## src/rtl/uart_rx_pkg.sv

```systemverilog
`timescale 1ns/1ps
package uart_rx_pkg;

  // One received character with its own error tags
  typedef struct packed {
    logic       fe;
    logic       pe;
    logic [7:0] data;
  } rx_char_t;

  // XOR of the data bits that the configured length covers (5..8)
  function automatic logic word_parity(input logic [7:0] d, input logic [1:0] len);
    logic p;
    p = 1'b0;
    for (int i = 0; i < 8; i++) begin
      if (i < int'(len) + 5) p = p ^ d[i];
    end
    return p;
  endfunction

endpackage

```

## src/rtl/uart_rx_deser.sv

```systemverilog
`timescale 1ns/1ps
module uart_rx_deser
  import uart_rx_pkg::*;
#(
  parameter int OSR = 16
) (
  input  logic       clk,
  input  logic       rst_n,
  input  logic       tick,
  input  logic       rxd,
  input  logic [1:0] len,
  input  logic       par_en,
  input  logic       par_even,
  output logic       out_valid,
  output rx_char_t   out_char
);

  localparam int CW = $clog2(OSR);
  localparam logic [CW-1:0] MID  = CW'(OSR / 2 - 2);
  localparam logic [CW-1:0] LAST = CW'(OSR - 1);

  typedef enum logic [2:0] {
    S_IDLE, S_START, S_DATA, S_PAR, S_STOP, S_RESYNC
  } st_t;

  st_t           st_q, st_d;
  logic [CW-1:0] cnt_q, cnt_d;
  logic [2:0]    bit_q, bit_d;
  logic [7:0]    shf_q, shf_d;
  logic          par_q, par_d;
  logic          vld_d;
  rx_char_t      chr_d;
  logic [2:0]    last_bit;
  logic          at_sample;

  assign last_bit  = 3'(len) + 3'd4;
  assign at_sample = (cnt_q == LAST);

  always_comb begin
    st_d  = st_q;
    cnt_d = cnt_q;
    bit_d = bit_q;
    shf_d = shf_q;
    par_d = par_q;
    vld_d = 1'b0;
    chr_d = '0;
    if (tick) begin
      unique case (st_q)
        S_IDLE: begin
          if (!rxd) begin
            st_d  = S_START;
            cnt_d = '0;
          end
        end
        S_START: begin
          if (cnt_q == MID) begin
            // start must still be low at its midpoint
            if (!rxd) begin
              st_d  = S_DATA;
              cnt_d = '0;
              bit_d = '0;
              shf_d = '0;
            end else begin
              st_d = S_IDLE;
            end
          end else begin
            cnt_d = cnt_q + 1'b1;
          end
        end
        S_DATA: begin
          if (at_sample) begin
            cnt_d        = '0;
            shf_d[bit_q] = rxd;
            if (bit_q == last_bit) st_d = par_en ? S_PAR : S_STOP;
            else                   bit_d = bit_q + 1'b1;
          end else begin
            cnt_d = cnt_q + 1'b1;
          end
        end
        S_PAR: begin
          if (at_sample) begin
            cnt_d = '0;
            par_d = rxd;
            st_d  = S_STOP;
          end else begin
            cnt_d = cnt_q + 1'b1;
          end
        end
        S_STOP: begin
          if (at_sample) begin
            vld_d      = 1'b1;
            chr_d.data = shf_q;
            chr_d.fe   = !rxd;
            chr_d.pe   = par_en & (par_q ^ word_parity(shf_q, len) ^ !par_even);
            cnt_d      = '0;
            st_d       = rxd ? S_IDLE : S_RESYNC;
          end else begin
            cnt_d = cnt_q + 1'b1;
          end
        end
        S_RESYNC: begin
          // second look at the low stop bit taken as a start bit
          if (!rxd) begin
            st_d  = S_DATA;
            cnt_d = CW'(1);
            bit_d = '0;
            shf_d = '0;
          end else begin
            st_d = S_IDLE;
          end
        end
        default: st_d = S_IDLE;
      endcase
    end
  end

  always_ff @(posedge clk or negedge rst_n) begin
    if (!rst_n) begin
      st_q      <= S_IDLE;
      cnt_q     <= '0;
      bit_q     <= '0;
      shf_q     <= '0;
      par_q     <= 1'b0;
      out_valid <= 1'b0;
      out_char  <= '0;
    end else begin
      st_q      <= st_d;
      cnt_q     <= cnt_d;
      bit_q     <= bit_d;
      shf_q     <= shf_d;
      par_q     <= par_d;
      out_valid <= vld_d;
      if (vld_d) out_char <= chr_d;
    end
  end

endmodule

```

## src/rtl/uart_rx_fifo.sv

```systemverilog
`timescale 1ns/1ps
module uart_rx_fifo
  import uart_rx_pkg::*;
#(
  parameter int DEPTH = 16
) (
  input  logic     clk,
  input  logic     rst_n,
  input  logic     flush,
  input  logic     single,
  input  logic     push,
  input  rx_char_t push_data,
  input  logic     pop,
  input  logic     clr_tags,
  output rx_char_t head,
  output logic     empty,
  output logic     full,
  output logic     overrun
);

  localparam int AW   = (DEPTH > 1) ? $clog2(DEPTH) : 1;
  localparam int CNTW = $clog2(DEPTH + 1);

  rx_char_t        mem [DEPTH];
  logic [AW-1:0]   wr_q, wr_d, rd_q, rd_d;
  logic [CNTW-1:0] cnt_q, cnt_d;
  logic            do_pop, wr_norm, wr_over;

  function automatic logic [AW-1:0] bump(input logic [AW-1:0] p);
    return (p == AW'(DEPTH - 1)) ? '0 : p + 1'b1;
  endfunction

  assign empty   = (cnt_q == '0);
  assign full    = single ? !empty : (cnt_q == CNTW'(DEPTH));
  assign do_pop  = pop && !empty;
  assign overrun = push && full && !do_pop;
  assign wr_norm = push && (!full || do_pop);
  assign wr_over = overrun && single;
  assign head    = mem[rd_q];

  always_comb begin
    wr_d  = wr_q;
    rd_d  = rd_q;
    cnt_d = cnt_q;
    if (flush) begin
      wr_d  = '0;
      rd_d  = '0;
      cnt_d = '0;
    end else begin
      if (wr_norm) wr_d = bump(wr_q);
      if (do_pop)  rd_d = bump(rd_q);
      cnt_d = cnt_q + CNTW'(wr_norm) - CNTW'(do_pop);
    end
  end

  always_ff @(posedge clk or negedge rst_n) begin
    if (!rst_n) begin
      wr_q  <= '0;
      rd_q  <= '0;
      cnt_q <= '0;
    end else begin
      wr_q  <= wr_d;
      rd_q  <= rd_d;
      cnt_q <= cnt_d;
    end
  end

  // storage: no reset; a later write to the same slot wins over tag clearing
  always_ff @(posedge clk) begin
    if (clr_tags && !empty) begin
      mem[rd_q].pe <= 1'b0;
      mem[rd_q].fe <= 1'b0;
    end
    if (wr_norm && !flush) mem[wr_q] <= push_data;
    if (wr_over && !flush) mem[rd_q] <= push_data;
  end

endmodule

```

## src/rtl/uart_rx_status.sv

```systemverilog
`timescale 1ns/1ps
module uart_rx_status (
  input  logic       clk,
  input  logic       rst_n,
  input  logic       ovr,
  input  logic       lsr_rd,
  input  logic       empty,
  input  logic       head_pe,
  input  logic       head_fe,
  output logic [7:0] lsr
);

  logic oe_q, oe_d;

  // a new overrun in the read cycle is kept for the next read
  always_comb begin
    oe_d = oe_q;
    if (lsr_rd) oe_d = 1'b0;
    if (ovr)    oe_d = 1'b1;
  end

  always_ff @(posedge clk or negedge rst_n) begin
    if (!rst_n) oe_q <= 1'b0;
    else        oe_q <= oe_d;
  end

  assign lsr = {4'b0000, head_fe & !empty, head_pe & !empty, oe_q, !empty};

endmodule

```

## src/rtl/uart_rx_lsr.sv

```systemverilog
`timescale 1ns/1ps
module uart_rx_lsr
  import uart_rx_pkg::*;
#(
  parameter int DEPTH    = 16,
  parameter int OSR      = 16,
  parameter int AW       = 3,
  parameter int RBR_ADDR = 0,
  parameter int LSR_ADDR = 5
) (
  input  logic          clk,
  input  logic          rst_n,
  input  logic          sample_tick,
  input  logic          rxd,
  input  logic [1:0]    cfg_len,
  input  logic          cfg_par_en,
  input  logic          cfg_par_even,
  input  logic          queue_on,
  input  logic          rd_en,
  input  logic [AW-1:0] rd_addr,
  output logic [7:0]    rd_data
);

  rx_char_t   rx_char, head;
  logic       rx_valid;
  logic       queue_on_q, flush;
  logic       pop, lsr_rd;
  logic       fifo_empty, fifo_full, ovr;
  logic [7:0] lsr;

  assign pop    = rd_en && (rd_addr == AW'(RBR_ADDR));
  assign lsr_rd = rd_en && (rd_addr == AW'(LSR_ADDR));
  assign flush  = (queue_on != queue_on_q);

  always_ff @(posedge clk or negedge rst_n) begin
    if (!rst_n) queue_on_q <= 1'b1;
    else        queue_on_q <= queue_on;
  end

  uart_rx_deser #(.OSR(OSR)) i_deser (
    .clk       (clk),
    .rst_n     (rst_n),
    .tick      (sample_tick),
    .rxd       (rxd),
    .len       (cfg_len),
    .par_en    (cfg_par_en),
    .par_even  (cfg_par_even),
    .out_valid (rx_valid),
    .out_char  (rx_char)
  );

  uart_rx_fifo #(.DEPTH(DEPTH)) i_fifo (
    .clk       (clk),
    .rst_n     (rst_n),
    .flush     (flush),
    .single    (!queue_on),
    .push      (rx_valid),
    .push_data (rx_char),
    .pop       (pop),
    .clr_tags  (lsr_rd),
    .head      (head),
    .empty     (fifo_empty),
    .full      (fifo_full),
    .overrun   (ovr)
  );

  uart_rx_status i_status (
    .clk     (clk),
    .rst_n   (rst_n),
    .ovr     (ovr),
    .lsr_rd  (lsr_rd),
    .empty   (fifo_empty),
    .head_pe (head.pe),
    .head_fe (head.fe),
    .lsr     (lsr)
  );

  always_comb begin
    rd_data = 8'h00;
    if (rd_addr == AW'(RBR_ADDR))      rd_data = fifo_empty ? 8'h00 : head.data;
    else if (rd_addr == AW'(LSR_ADDR)) rd_data = lsr;
  end

endmodule

```

## config.mk

```make
export PLATFORM = sky130hd
export DESIGN_NAME = uart_rx_lsr
export DESIGN_NICKNAME = d
export VERILOG_FILES = /design/src/rtl/uart_rx_pkg.sv /design/src/rtl/uart_rx_deser.sv /design/src/rtl/uart_rx_fifo.sv /design/src/rtl/uart_rx_status.sv /design/src/rtl/uart_rx_lsr.sv
export SDC_FILE = /design/constraint.sdc
export NUM_CORES = 1
export LEC_CHECK = 0
export BUFFER_PORTS_ARGS = -buffer_cell sky130_fd_sc_hd__buf_2
export CAP_MARGIN = 20
export CORE_ASPECT_RATIO = 2
export CORE_MARGIN = 2
export CORE_UTILIZATION = 50
export CTS_CLUSTER_SIZE = 16
export DETAILED_ROUTE_END_ITERATION = 10
export PLACE_DENSITY_LB_ADDON = 0.05
export SLEW_MARGIN = 20
export SYNTH_ARGS = -nofsm -noshare
export SYNTH_HDL_FRONTEND = slang
export SYNTH_HIERARCHICAL = 1
export SYNTH_SLANG_ARGS = --single-unit
```

## constraint.sdc

```tcl
create_clock -name clk -period 3.68 [get_ports clk]
set_input_delay 0.368 -clock clk [delete_from_list [all_inputs] [get_ports clk]]
set_output_delay 0.368 -clock clk [all_outputs]
set_load 0.02 [all_outputs]
```

# == Word level (Yosys, flattened, before mapping) ==
# Memories as Yosys holds them, arrays and structs flattened.
# Index checks and enable logic that the tools add are counted.
# classes
addsub,8
muxes,85
reduce_logical,33
bitwise_logic,13
n_eq_ne,21
order_cmp,10
# op_table
operator,count
$lt A4 B32 Y1 const A,4
$lt A3 B32 Y1 const A,2
$mux W1,45
$mux W4,11
$mux W8,5
$mux W3,12
$lt A1 B32 Y1 const A,1
$lt A2 B32 Y1 const A,1
$mux W10,3
$pmux W8 S3,1
$pmux W3 S6,1
$pmux W4 S4,1
$add A4 B1 Y4 const B,3
$eq A4 B4 Y1 const B,3
$logic_and A1 B1 Y1,11
$ne A2 B1 Y1 const B,5
$eq A3 B3 Y1 const B,3
$pmux W3 S3,1
$xor A1 B1 Y1,9
$bwmux W8,1
$logic_not A1 Y1,7
$reduce_and A7 Y1,1
$eq A3 B2 Y1 const B,2
$logic_not A3 Y1,2
27 further kinds,35
# totals
mem_bits_rw,160
in_bits,13
ff_bits,45
out_inout_bits,8
word_cells,185
memories,1
# mem_list
name,words,width,read_ports,rd_ports_with_merged_regs,wr,line_no,text
i_fifo.mem,16,10,1,0,2,uart_rx_fifo.sv:24,rx_char_t mem [DEPTH];

# == Depth between registers and ports, before layout ==
# Gate-level depths: netlist of the first run.
# logic_depth
ltp_word,47
depth_mapped,14
ltp_nobuf,13

# == Hierarchy ==
# The synthesis of the first run kept the hierarchy.
# modules_own_cells
mod,area_per_inst_um2,seq_area_each_um2,n_inst,cells_per_inst
uart_rx_fifo,7584.8,5129.9,1,458
uart_rx_deser,1849.3,750.7,1,195
uart_rx_lsr,229.0,26.3,1,32
uart_rx_status,93.8,25.0,1,12

# == Least setup slack after synthesis of the first run ==
# Ideal clock, no wire load.
# synth_path
path_type,input -> register
start,in rd_addr[0]
end,reg i_fifo.cnt_q[4]
t_required_ps,3544
setup_ps,136
setup_slack_ps,343
stages,13
arrival_ps,3201
path_buffers,1
cell_sequence,clkbuf_1 > nor4b_1 > nor2b_1 > mux2i_4 > and2_1 > a21o_1 > ha_1 > inv_1 > fa_1 > nor2b_1 > o21bai_1 > a21oi_1 > nor3b_1
# synth_via
elab_chain_cells,8
# synth_lines
item,line_no,text
"start, declared",uart_rx_lsr.sv:20,"input logic [AW-1:0] rd_addr,"
$logic_not A3 Y1 *,uart_rx_lsr.sv:31,assign pop = rd_en && (rd_addr == AW'(RBR_ADDR));
$logic_and A1 B1 Y1 *,uart_rx_lsr.sv:31,
via pop,uart_rx_lsr.sv:27,"logic pop, lsr_rd;"
$logic_and A1 B1 Y1 *,uart_rx_fifo.sv:35,assign do_pop = pop && !empty;
$logic_or A1 B1 Y1,uart_rx_fifo.sv:37,assign wr_norm = push && (!full || do_pop);
$logic_and A1 B1 Y1,uart_rx_fifo.sv:37,
$add A5 B1 Y5,uart_rx_fifo.sv:52,cnt_d = cnt_q + CNTW'(wr_norm) - CNTW'(do_pop);
$sub A5 B1 Y5 *,uart_rx_fifo.sv:52,
$mux W5 *,uart_rx_fifo.sv:45,if (flush) begin
via i_fifo.cnt_d[4],uart_rx_fifo.sv:26,"logic [CNTW-1:0] cnt_q, cnt_d;"
"end signal, assigned",uart_rx_fifo.sv:64,cnt_q <= cnt_d;
"end, declared",uart_rx_fifo.sv:26,
# Mark *: on every way through the listed nets, which the timed path passes. The rest lies on a longest branch.
# A chain may end at the register's enable or synchronous reset.

==> metrics.txt, run 1 <==
Worst slew margin 30.51%; Vias/cell 5.997; Die Span X 102.7 um; Routed WL 22.31 mm; Clk pin slew, worst setup/hold paths 0.06 ns; Internal 3.874 mW; post-synthesis cell count 696; area of the mapped netlist 9746 um^2; Max Cap Viol 0; Pwr per Cell Area 482.9 nW/um^2; router iterations before antenna repair 5; skew final 0.01463 ns; Psw 1.318 mW; gr usage total 22.44%; # placed instances 952; CTS Buffer Depth 3; TritonCTS clock tree done; CTS Root Cell clkbuf_16; final instance area 10,750 um^2; DRT iter0 DRCs 410; Cell Rows 72; Boundary Pins 21; DRT antenna net count 0; period utilization 87.44%; Syn Area/Cell 14.00 um^2; area grow syn2layout 10.32%; fraction of layout cells with a size suffix above 1 19.09%; Final GP Congestion 0.8868; Worst Path Arrival 2.85 ns; global-route wire length before repair 34.63 mm; Placed Area 10,130 um^2; FMAX 310.8 MHz; unrepaired setup endpoints after global routing false; Total Power 5.192 mW; Post-CTS Setup Bufs 0; final setup TNS 0 ns; Peak VDD IR 0.3498 mV; Final min period 3.218 ns; drt wl/cell 22.61 um; Core ar. 19,190 um^2; crit path kind reg -> out; Data required, critical path 3.31 ns; non-filler cells, final 987; layout net count 745; Yosys warnings 6; GRT Residual Overflow 0; Final setup viols 0; leakage 3.949 nW; share of power burned in registers 49.9%; switching portion of total power 25.38%; full die area 20,690 um^2; Ant. Diodes 0; worst skew pair latency 0.49 ns; outcome complete, no violations; vias 5,919; CTS resizes 0; worst-path maximum fanout 38; post-DP HPWL 15.95 mm; combinational share of power 12.8%; final hold slack 0.01409 ns; final slew viol count 0; Port Buffers 20; DRC violations left 0; clock share of power 37.3%; initial core utilization 50.79%; vias in the first global route 6,190; Fin. Hold Viols 0; largest net degree at the start of global routing 46; clock sinks 205; Hold Crit Class in -> reg; Worst Tran Pin Value 1.038 ns; H-tree Lvls 1; crit end category output port; hold_buf cts 0; CTS Buf Count 19; die height 201.4 um; CP Launch Type register; initial antenna violation count 0
## state kept, by name (all words and copies together), names as in the netlist
name and count:
i_fifo/mem 160, i_deser/out_char 10, i_deser/shf_q 8, i_fifo/cnt_q 5, i_deser/cnt_q 4, i_fifo/rd_q 4, i_fifo/wr_q 4, i_deser/bit_q 3
i_deser/st_q 3, i_deser/out_valid 1, i_deser/par_q 1, i_status/oe_q 1, queue_on_q 1
## critical path, cell delays in order, from the launching register on
cell and delay (ns):
dfrtp_2 0.51, buf_12 0.31, mux4_2 0.54, a22oi_1 0.43, nand2_1 0.11, or4b_1 0.19
a21oi_1 0.06, buf_2 0.16
## per-stage QoR
step           util (%)  setup slack [ns]
6_report          56.03            0.4623
5_1_grt           56.03            0.3078
4_1_cts           55.97            0.4259
3_5_place_dp      52.78            0.5444
2_1_floorplan         -            0.3433
3_3_place_gp      52.78            0.5246
## area by class of cell
class | count | area (um^2)
Clock buffer | 24 | 525.5
Clock inverter | 10 | 86.33
Timing Repair Buffer | 46 | 325.3
Sequential cell | 205 | 5933
Fill cell | 1559 | 8437
Tap cell | 259 | 324.1
Inverter | 26 | 97.59
Multi-Input combinational cell | 417 | 3460
## worst paths after layout
path / depth (start not counted) / slack [ns] / start / end
min in group asynchronous: 2 / 0.43 / rst_n / i_fifo/cnt_q[3]$_DFF_PN0_
setup / recovery: 7 / 0.46 / i_fifo/rd_q[0]$_DFFE_PN0P_ / rd_data[7]
hold reg to reg: 2 / 0.52 / i_deser/shf_q[4]$_DFFE_PN0P_ / i_deser/out_char[4]$_DFFE_PN0P_
hold / removal: 1 / 0.01 / queue_on / queue_on_q$_DFF_PN1_
setup reg to reg: 12 / 0.93 / i_fifo/cnt_q[2]$_DFF_PN0_ / i_fifo/cnt_q[4]$_DFF_PN0_
max in group asynchronous: 2 / 2.82 / rst_n / i_fifo/rd_q[0]$_DFFE_PN0P_
## cell usage in the layout, fill, tap and decap left out, types with 4 or more instances in the layout
cell,n
edfxtp_1,160
nand2_1,62
dfrtp_1,43
mux4_2,40
o22ai_1,33
inv_1,24
buf_4,24
o21ai_0,23
o21ai_1,23
clkbuf_16,20
a22oi_1,20
buf_2,19
a21oi_1,18
nand3_1,17
ha_1,16
nor2_1,13
nor2b_1,13
o31ai_1,13
or4b_1,9
a31oi_1,8
xor2_1,6
xnor2_1,6
a21o_1,6
nand2b_1,5
clkinv_1,4
nand4_1,4
nand4b_1,4
nor3_1,4
nand3_4,4
and2_1,4
conb_1,4
## power by group through the flow
stage          Sequential (mW)  Clock (mW)  Combinational, mW
6_report                  2.59        1.94              0.663
2_1_floorplan             2.58           0              0.584
3_5_place_dp              2.64           0              0.668
4_1_cts                   2.59        1.97              0.670
5_1_grt                   2.60        2.06              0.746
3_3_place_gp              2.63           0              0.647
## per-layer routing
metal	routed length, um	track usage [%]	up-vias
met5	0	0	-
met4	921	9.286	0
met3	760	2.536	47
met2	13010	42.83	151
met1	7617	23.94	2981
li1	-	-	2740
No activity file was read; power rests on OpenSTA's default activity.
==> inputs of run 2 (changes only) <==
--- a/config.mk
+++ b/config.mk
@@ -12,7 +12,7 @@
 export CORE_UTILIZATION = 50
 export CTS_CLUSTER_SIZE = 16
 export DETAILED_ROUTE_END_ITERATION = 10
-export PLACE_DENSITY_LB_ADDON = 0.05
+export PLACE_DENSITY = 0.77
 export SLEW_MARGIN = 20
 export SYNTH_ARGS = -nofsm -noshare
 export SYNTH_HDL_FRONTEND = slang
==> metrics.txt, run 2 (synthesis gave the netlist of run 1 again) <==
initial core utilization 50.79% (unchanged); CTS Buf Count 19 (unchanged); Core ar. 19,190 um^2 (unchanged); final setup TNS 0 ns (unchanged); GRT Residual Overflow 0 (unchanged); initial antenna violation count 0 (unchanged); H-tree Lvls 1 (unchanged); Boundary Pins 21 (unchanged); filler cell count 1,497 (was 1,559); hold_buf cts 0 (unchanged); clock sinks 205 (unchanged); WHS Path Cells 1 (unchanged); die height 201.4 um (unchanged); outcome complete, no violations (unchanged); max reg flops 160 (unchanged); DRT antenna net count 0 (unchanged); full die area 20,690 um^2 (unchanged); commonest non-fill, non-tap cell in the layout edfxtp_1 (unchanged); layout net count 741 (was 745); Port Buffers 20 (unchanged); Pwr per Cell Area 484.3 nW/um^2 (was 482.9 nW/um^2); Post-CTS Setup Bufs 0 (unchanged); min-delay src queue_on (unchanged); Vias/cell 6.201 (was 5.997); CP Launch Type register (unchanged); global-route wire length before repair 34.75 mm (was 34.63 mm); R2R Path End i_fifo/cnt_q[4]$_DFF_PN0_ (unchanged); fraction of layout cells with a size suffix above 1 18.65% (was 19.09%); Worst slew margin 30.37% (was 30.51%); Data required, critical path 3.31 ns (about the same); Die Span X 102.7 um (unchanged); Fin. Hold Viols 0 (unchanged); reg-to-reg startpoint i_fifo/cnt_q[3]$_DFF_PN0_ (was i_fifo/cnt_q[2]$_DFF_PN0_); Worst Tran Pin Value 1.040 ns (was 1.038 ns); Clk pin slew, worst setup/hold paths 0.06 ns (about the same); TritonCTS clock tree done (unchanged); crit path kind reg -> out (unchanged); skew final 0.01475 ns (was 0.01463 ns); crit end category output port (unchanged); CTS Buffer Depth 3 (unchanged); Finished Core Util 55.76% (was 56.03%); largest net degree at the start of global routing 46 (unchanged); router iterations before antenna repair 6 (was 5); DRC violations left 0 (unchanged); non-filler cells, final 983 (was 987); leakage 3.924 nW (was 3.949 nW); area grow syn2layout 9.796% (was 10.32%); highest-count cells in the layout ignoring fill and taps edfxtp_1, nand2_1, dfrtp_1, mux4_2, o22ai_1 (unchanged); DRT iter0 DRCs 527 (was 410); Placed Area 10,080 um^2 (was 10,130 um^2); Hold Crit Class in -> reg (unchanged); Final GP Congestion 0.9227 (was 0.8868); drt wl/cell 22.54 um (was 22.61 um); unrepaired setup endpoints after global routing false (unchanged); FF+latch area 5933 um^2 (unchanged); vias in the first global route 6,366 (was 6,190); CTS resizes 0 (unchanged); worst-path maximum fanout 10 (was 38); # placed instances 948 (was 952); gr usage total 22.25% (was 22.44%); Max Cap Viol 0 (unchanged); period utilization 89.99% (was 87.44%); area of the multi-input gates 3460 um^2 (unchanged); Final min period 3.312 ns (was 3.218 ns); post-DP HPWL 15.91 mm (was 15.95 mm); Reg2Reg Depth 12 (unchanged); Worst Path Arrival 2.94 ns (was 2.85 ns); final instance area 10,700 um^2 (was 10,750 um^2); Final setup viols 0 (unchanged); Peak VDD IR 0.2922 mV (was 0.3498 mV); final slew viol count 0 (unchanged); FMAX 302.0 MHz (was 310.8 MHz); R2R Setup Slk 0.85 ns (was 0.93 ns); Routed WL 22.16 mm (was 22.31 mm); Top Registers i_fifo/mem: 160 flops, i_deser/out_char: 10 flops, i_deser/shf_q: 8 flops (unchanged); Cell Rows 72 (unchanged); Largest Register i_fifo/mem (unchanged); CTS Root Cell clkbuf_16 (unchanged); worst skew pair latency 0.49 ns (about the same); Min-Delay Endpoint queue_on_q$_DFF_PN1_ (unchanged); vias 6,096 (was 5,919); Ant. Diodes 0 (unchanged)
run 2: area by class of cell:
cell class,count,share of cell area [%]
sequential,205,55.45
tap,259,3.029
clock inverter,12,1.087
inverter,26,0.9121
multi-input combinational,417,32.33
clock buffer,22,4.549
timing repair buffer,42,2.643
run 2: metal layers:
layer	wire, um	track usage (%)
met2	12560	41.95
met3	1096	2.744
met5	0	0
met4	1430	11.71
met1	7068	22.87
run 2: metrics by stage:
stage / hold slack [ns] / setup WS (ns) / total power, mW
2_1_floorplan: 0.07241 / 0.3433 / 3.169
3_3_place_gp: 0.5050 / 0.7507 / 3.261
3_5_place_dp: 0.5079 / 0.6013 / 3.303
4_1_cts: 0.007687 / 0.4094 / 5.218
5_1_grt: 0.007988 / 0.2388 / 5.388
6_report: 0.02404 / 0.3682 / 5.182
run 2: power breakdown:
group	switching [mW]	leakage (nW)	internal, mW
registers	0.0818	2.26	2.51
logic	0.396	1.37	0.273
clock network	0.825	0.292	1.10
total	1.30	3.92	3.88
run 2: worst max path at each step:
| stage | from | end | slack, ns | cells after the start |
|---|---|---|---|---|
| after floorplan | rd_addr[0] | i_fifo/cnt_q[4]$_DFF_PN0_ | 0.34 | 13 |
| final | i_fifo/rd_q[3]$_DFFE_PN0P_ | rd_data[5] | 0.37 | 6 |
| after global routing | i_fifo/rd_q[3]$_DFFE_PN0P_ | rd_data[5] | 0.24 | 6 |
| after global placement | rd_addr[0] | i_fifo/cnt_q[4]$_DFF_PN0_ | 0.75 | 14 |
| after CTS | i_fifo/rd_q[3]$_DFFE_PN0P_ | rd_data[5] | 0.41 | 6 |
| after detailed placement | rd_addr[0] | i_fifo/cnt_q[4]$_DFF_PN0_ | 0.60 | 14 |
run 2: worst max-delay path, cell delays in order, from the launching register on:
cell and delay (ns):
dfrtp_1 0.56, nor2b_1 0.67, a22oi_1 0.30, nand2_1 0.12, or4b_1 0.49, a21oi_1 0.15, buf_2 0.18
